File: src/rtl/grl_pkg.sv
package grl_pkg;

  // Pick one entry of a 4-entry lookup table. Index bit 1 is the bit at the
  // lower position of the pair, index bit 0 the bit at the upper position.
  function automatic logic lut2_pick(input logic [3:0] tbl,
                                     input logic lo_bit,
                                     input logic hi_bit);
    return tbl[{lo_bit, hi_bit}];
  endfunction

endpackage

File: src/rtl/grl_seed.sv
module grl_seed #(
  parameter int XLEN = 64
) (
  input  logic [XLEN-1:0] src,
  input  logic            src_zero,
  input  logic            inv,
  output logic [XLEN-1:0] seed
);
  localparam logic [XLEN-1:0] ALT = {(XLEN/2){2'b01}};

  logic [XLEN-1:0] base;

  always_comb begin
    base = src_zero ? ALT : src;
    seed = inv ? ~base : base;
  end
endmodule

File: src/rtl/grl_ctl.sv
module grl_ctl #(
  parameter int XLEN = 64,
  localparam int ROWS = $clog2(XLEN),
  localparam int CTLW = 8 * ROWS
) (
  input  logic [CTLW-1:0]   ctl,
  input  logic [7:0]        imm,
  input  logic              w32,
  input  logic              per_row,
  output logic [ROWS-1:0]   row_en,
  output logic [CTLW-1:0]   row_lut
);
  for (genvar k = 0; k < ROWS; k++) begin : g_row
    if (k == ROWS - 1) begin : g_top
      // widest stride only exists in full-width mode
      assign row_en[k] = !w32 && (per_row || ctl[k]);
    end else begin : g_low
      assign row_en[k] = per_row || ctl[k];
    end
    assign row_lut[8*k +: 8] = per_row ? ctl[8*k +: 8] : imm;
  end
endmodule

File: src/rtl/grl_row.sv
module grl_row #(
  parameter int XLEN   = 64,
  parameter int STRIDE = 1
) (
  input  logic [XLEN-1:0] x,
  input  logic            en,
  input  logic [7:0]      lut,
  output logic [XLEN-1:0] y
);
  import grl_pkg::*;

  for (genvar j = 0; j < XLEN; j++) begin : g_bit
    localparam int LO    = j & ~STRIDE;
    localparam int HI    = j | STRIDE;
    localparam bit UPPER = (j & STRIDE) != 0;
    logic [3:0] tbl;
    assign tbl  = UPPER ? lut[7:4] : lut[3:0];
    assign y[j] = en ? lut2_pick(tbl, x[LO], x[HI]) : x[j];
  end
endmodule

File: src/rtl/grl_unit.sv
module grl_unit #(
  parameter int XLEN = 64,
  localparam int ROWS = $clog2(XLEN),
  localparam int CTLW = 8 * ROWS,
  localparam int HALF = XLEN / 2
) (
  input  logic            clk,
  input  logic            rst_n,
  input  logic            in_valid,
  output logic            in_ready,
  input  logic [XLEN-1:0] in_src,
  input  logic            in_src_zero,
  input  logic [CTLW-1:0] in_ctl,
  input  logic [7:0]      in_imm,
  input  logic            in_inv,
  input  logic            in_w32,
  input  logic            in_per_row,
  output logic            out_valid,
  input  logic            out_ready,
  output logic [XLEN-1:0] out_data
);
  logic [XLEN-1:0] stage [ROWS+1];
  logic [ROWS-1:0] row_en;
  logic [CTLW-1:0] row_lut;
  logic [XLEN-1:0] result;
  logic            accept;

  grl_seed #(.XLEN(XLEN)) u_seed (
    .src(in_src), .src_zero(in_src_zero), .inv(in_inv), .seed(stage[0])
  );

  grl_ctl #(.XLEN(XLEN)) u_ctl (
    .ctl(in_ctl), .imm(in_imm), .w32(in_w32), .per_row(in_per_row),
    .row_en(row_en), .row_lut(row_lut)
  );

  for (genvar k = 0; k < ROWS; k++) begin : g_rows
    grl_row #(.XLEN(XLEN), .STRIDE(1 << k)) u_row (
      .x(stage[k]), .en(row_en[k]), .lut(row_lut[8*k +: 8]), .y(stage[k+1])
    );
  end

  always_comb begin
    result = in_w32 ? {{HALF{1'b0}}, stage[ROWS][HALF-1:0]} : stage[ROWS];
  end

  assign in_ready = !out_valid || out_ready;
  assign accept   = in_valid && in_ready;

  always_ff @(posedge clk) begin
    if (!rst_n) begin
      out_valid <= 1'b0;
      out_data  <= '0;
    end else if (accept) begin
      out_valid <= 1'b1;
      out_data  <= result;
    end else if (out_ready) begin
      out_valid <= 1'b0;
    end
  end
endmodule

File: config.mk
export PLATFORM = sky130hd
export DESIGN_NAME = grl_unit
export DESIGN_NICKNAME = d
export VERILOG_FILES = /design/src/rtl/grl_pkg.sv /design/src/rtl/grl_seed.sv /design/src/rtl/grl_ctl.sv /design/src/rtl/grl_row.sv /design/src/rtl/grl_unit.sv
export SDC_FILE = /design/constraint.sdc
export NUM_CORES = 1
export LEC_CHECK = 0
export BUFFER_PORTS_ARGS = -buffer_cell sky130_fd_sc_hd__buf_2
export CORE_MARGIN = 1
export CORE_UTILIZATION = 58
export CTS_CLUSTER_SIZE = 24
export DETAILED_ROUTE_END_ITERATION = 7
export PLACE_DENSITY = 0.87
export SYNTH_ARGS = -nofsm -noshare
export SYNTH_HDL_FRONTEND = slang
export SYNTH_SLANG_ARGS = --single-unit
File: constraint.sdc
create_clock -name clk -period 7.75 [get_ports clk]
set_input_delay 1.1625 -clock clk [delete_from_list [all_inputs] [get_ports clk]]
set_output_delay 1.1625 -clock clk [all_outputs]
set_load 0.03 [all_outputs]
==> results.toml <==
[run_status]
status = "finished, violations left"
violations = "design-rule violations"

[cts]
cts.sinks = 65
cts_setup_buffers = 0
cts.clk_slew.worst_paths_ns = 0.06
ctsLongestPathBuffers = 2
cts_made_buffers = 9
hold_buffers = 0
cts_root_buf = "clkbuf_16"
clock_latency_ns = 0.35
cts_resized = 0
cts_tree = "yes"
htree_levels = 3

[die]
die_w_um = 175
num_io_pins = 194
num_rows = 63
die_area_um2 = 30700
core_um2 = 29600
start_util_pct = 58.9
die-height_um = 175

[place]
pre_cts_slack_ns = 1.29
portBuffers = 193
hpwl_um = 48600
gp_congestion = 1.03

[yosys]
synth.distinct_cells = 81
synth_edf_count = 0
synth_flop_cell = "dfxtp_1"
avgSynthCellArea_um2 = 8.35
synth_top_cell_by_area = "mux2i_1"
ys_ff_latch = 65
async_flop_share_pct = 0
synthCells = 2086
synth_nets = 2214
netlist_top_cells_area = "mux2i_1, mux4_2, dfxtp_1, o21ai_0, mux2i_4"
ys_seq_area_share_pct = 7.47
ys_warn_count = 0
syn_area_um2 = 17400
synth_top_area_share_pct = 33.3

[detailed_routing]
drc_errors = 5
vias = 19168
drtIter0Drc = 3657
wirelength_um = 69400
wire_per_inst_um = 27.3
drt-vias-per-instance = 7.53
drt-pass1-iter-count = 8
ant_nets = 0

[sta]
fin_ws_ns = 1.24
slew_headroom_pct = 10.9
rsz0062_at_grt = "false"
finalClockSkew_ns = 0.00829
setup_viol = 0
slew_viol_final = 0
setup_tns_ns = 0
tightest_slew_ns = 1.34
max_freq_mhz = 154
fin_crit_ns = 6.51
period_share_pct = 84.0
hold_viol_final = 0

[power_and_ir_drop]
leakage_nw = 8.21
power.total_mw = 4.49
ir_drop_mv = 0.236
p_per_area_nw_per_um2 = 240

[final_layout]
area_delta_synth_final_pct = 7.66
diodes = 0
layout-drive-gt1-share_pct = 24.4
final_cell_mix = "mux2i_1, buf_2, nand2_1"
nets = 2277
layout_commonest_cell = "mux2i_1"
fill_cells = 2399

[worst_hold_path]
hp-class = "flop to flop"

[grt]
overflow = 0
track_usage_pct = 44.0
grt_pass1_vias = 18126
grt_max_degree = 73
grt_first_pass_wirelength_um = 105000
antenna_found_initial = 0

[setup_path]
worstPathArrival_ns = 6.78
critPathKind = "input pin to flop"
crit_fanout = 60
critPathCaptureType = "flop"
cp.required_ns = 8.02
startpoint_type = "input pin"

[run]
cap_viol_max_count = 0
-- state kept, by name (all words and copies together), names as in the netlist --
signal and cells:
out_data 64, out_valid 1
-- layer usage --
metal | wire (µm) | vias to the layer above | track usage (%)
li1 | - | 7977 | -
met1 | 24200 | 8877 | 54.6
met2 | 29100 | 1818 | 66.5
met3 | 10800 | 496 | 13.7
met4 | 5210 | 0 | 27.1
met5 | 0 | - | 0.481
-- logic make-up (layout without fill, tap and decap cells) --
logic type	Yosys count	after routing	synth area share [%]
AO/OA/AOI/OAI	519	519	19.5
AND/OR/NAND/NOR	461	461	11.6
flip-flops	65	65	7.47
XOR/XNOR	62	62	4.11
multiplexers	764	764	51.7
buffers and inverters	215	283	5.67
-- cell type report --
cell class	instances	area, µm²	area share (%)
inverters	13	48.8	0.260
repair buffers	254	1430	7.61
clock inverters	7	77.6	0.414
clock buffers	9	225	1.20
multi-input cells	1806	15200	81.0
flip-flops and latches	65	1300	6.94
well taps	390	488	2.60
-- synthesized netlist by cell type (36+ instances only) --
master and count:
xnor2_1 42, dfxtp_1 65, mux2i_2 43, o21ai_1 36
nand2_1 169, clkbuf_1 142, mux2i_1 579, mux4_2 59
mux2_2 49, nor2b_1 36, a21oi_1 109, nor2_1 152
o21ai_0 154
-- power breakdown --
group          internal (mW)  switching (mW)
clock                  0.252           0.177
combinational           1.48            2.15
sequential             0.396          0.0390
total                   2.13            2.37
-- worst max-delay path: stages --
cell,delay (ns)
buf_2,0.39
buf_4,0.58
nor2b_1,0.13
xnor2_1,0.34
mux2i_1,0.16
a22oi_2,0.38
mux2_2,0.37
a32o_1,0.30
mux2i_1,0.17
mux2i_2,0.32
mux4_2,0.62
mux2i_1,0.14
mux2i_1,0.99
mux2_2,0.43
nand2_1,0.07
o21ai_0,0.07
o21ai_0,0.13
-- worst paths after layout --
check,from,endpoint,slack [ns],cells after the start
worst max-delay path,in_src_zero,out_data[58],1.24,17
worst max register to register,out_valid,out_data[57],5.10,7
worst min register to register,out_data[40],out_data[40],0.46,2
worst min-delay path,out_data[40],out_data[40],0.46,2
-- through the flow --
step                      util (%)  cells  instance area [µm²]  hold WS (ns)
after floorplan                  -   2086                17400         0.573
after global placement        62.4   2528                18500         0.437
after detailed placement      62.4   2528                18500         0.446
after CTS                     63.4   2544                18800         0.461
after global routing          63.4   2544                18800         0.473
final                         63.4   2544                18800         0.465
(Power assumes the default switching activity.)
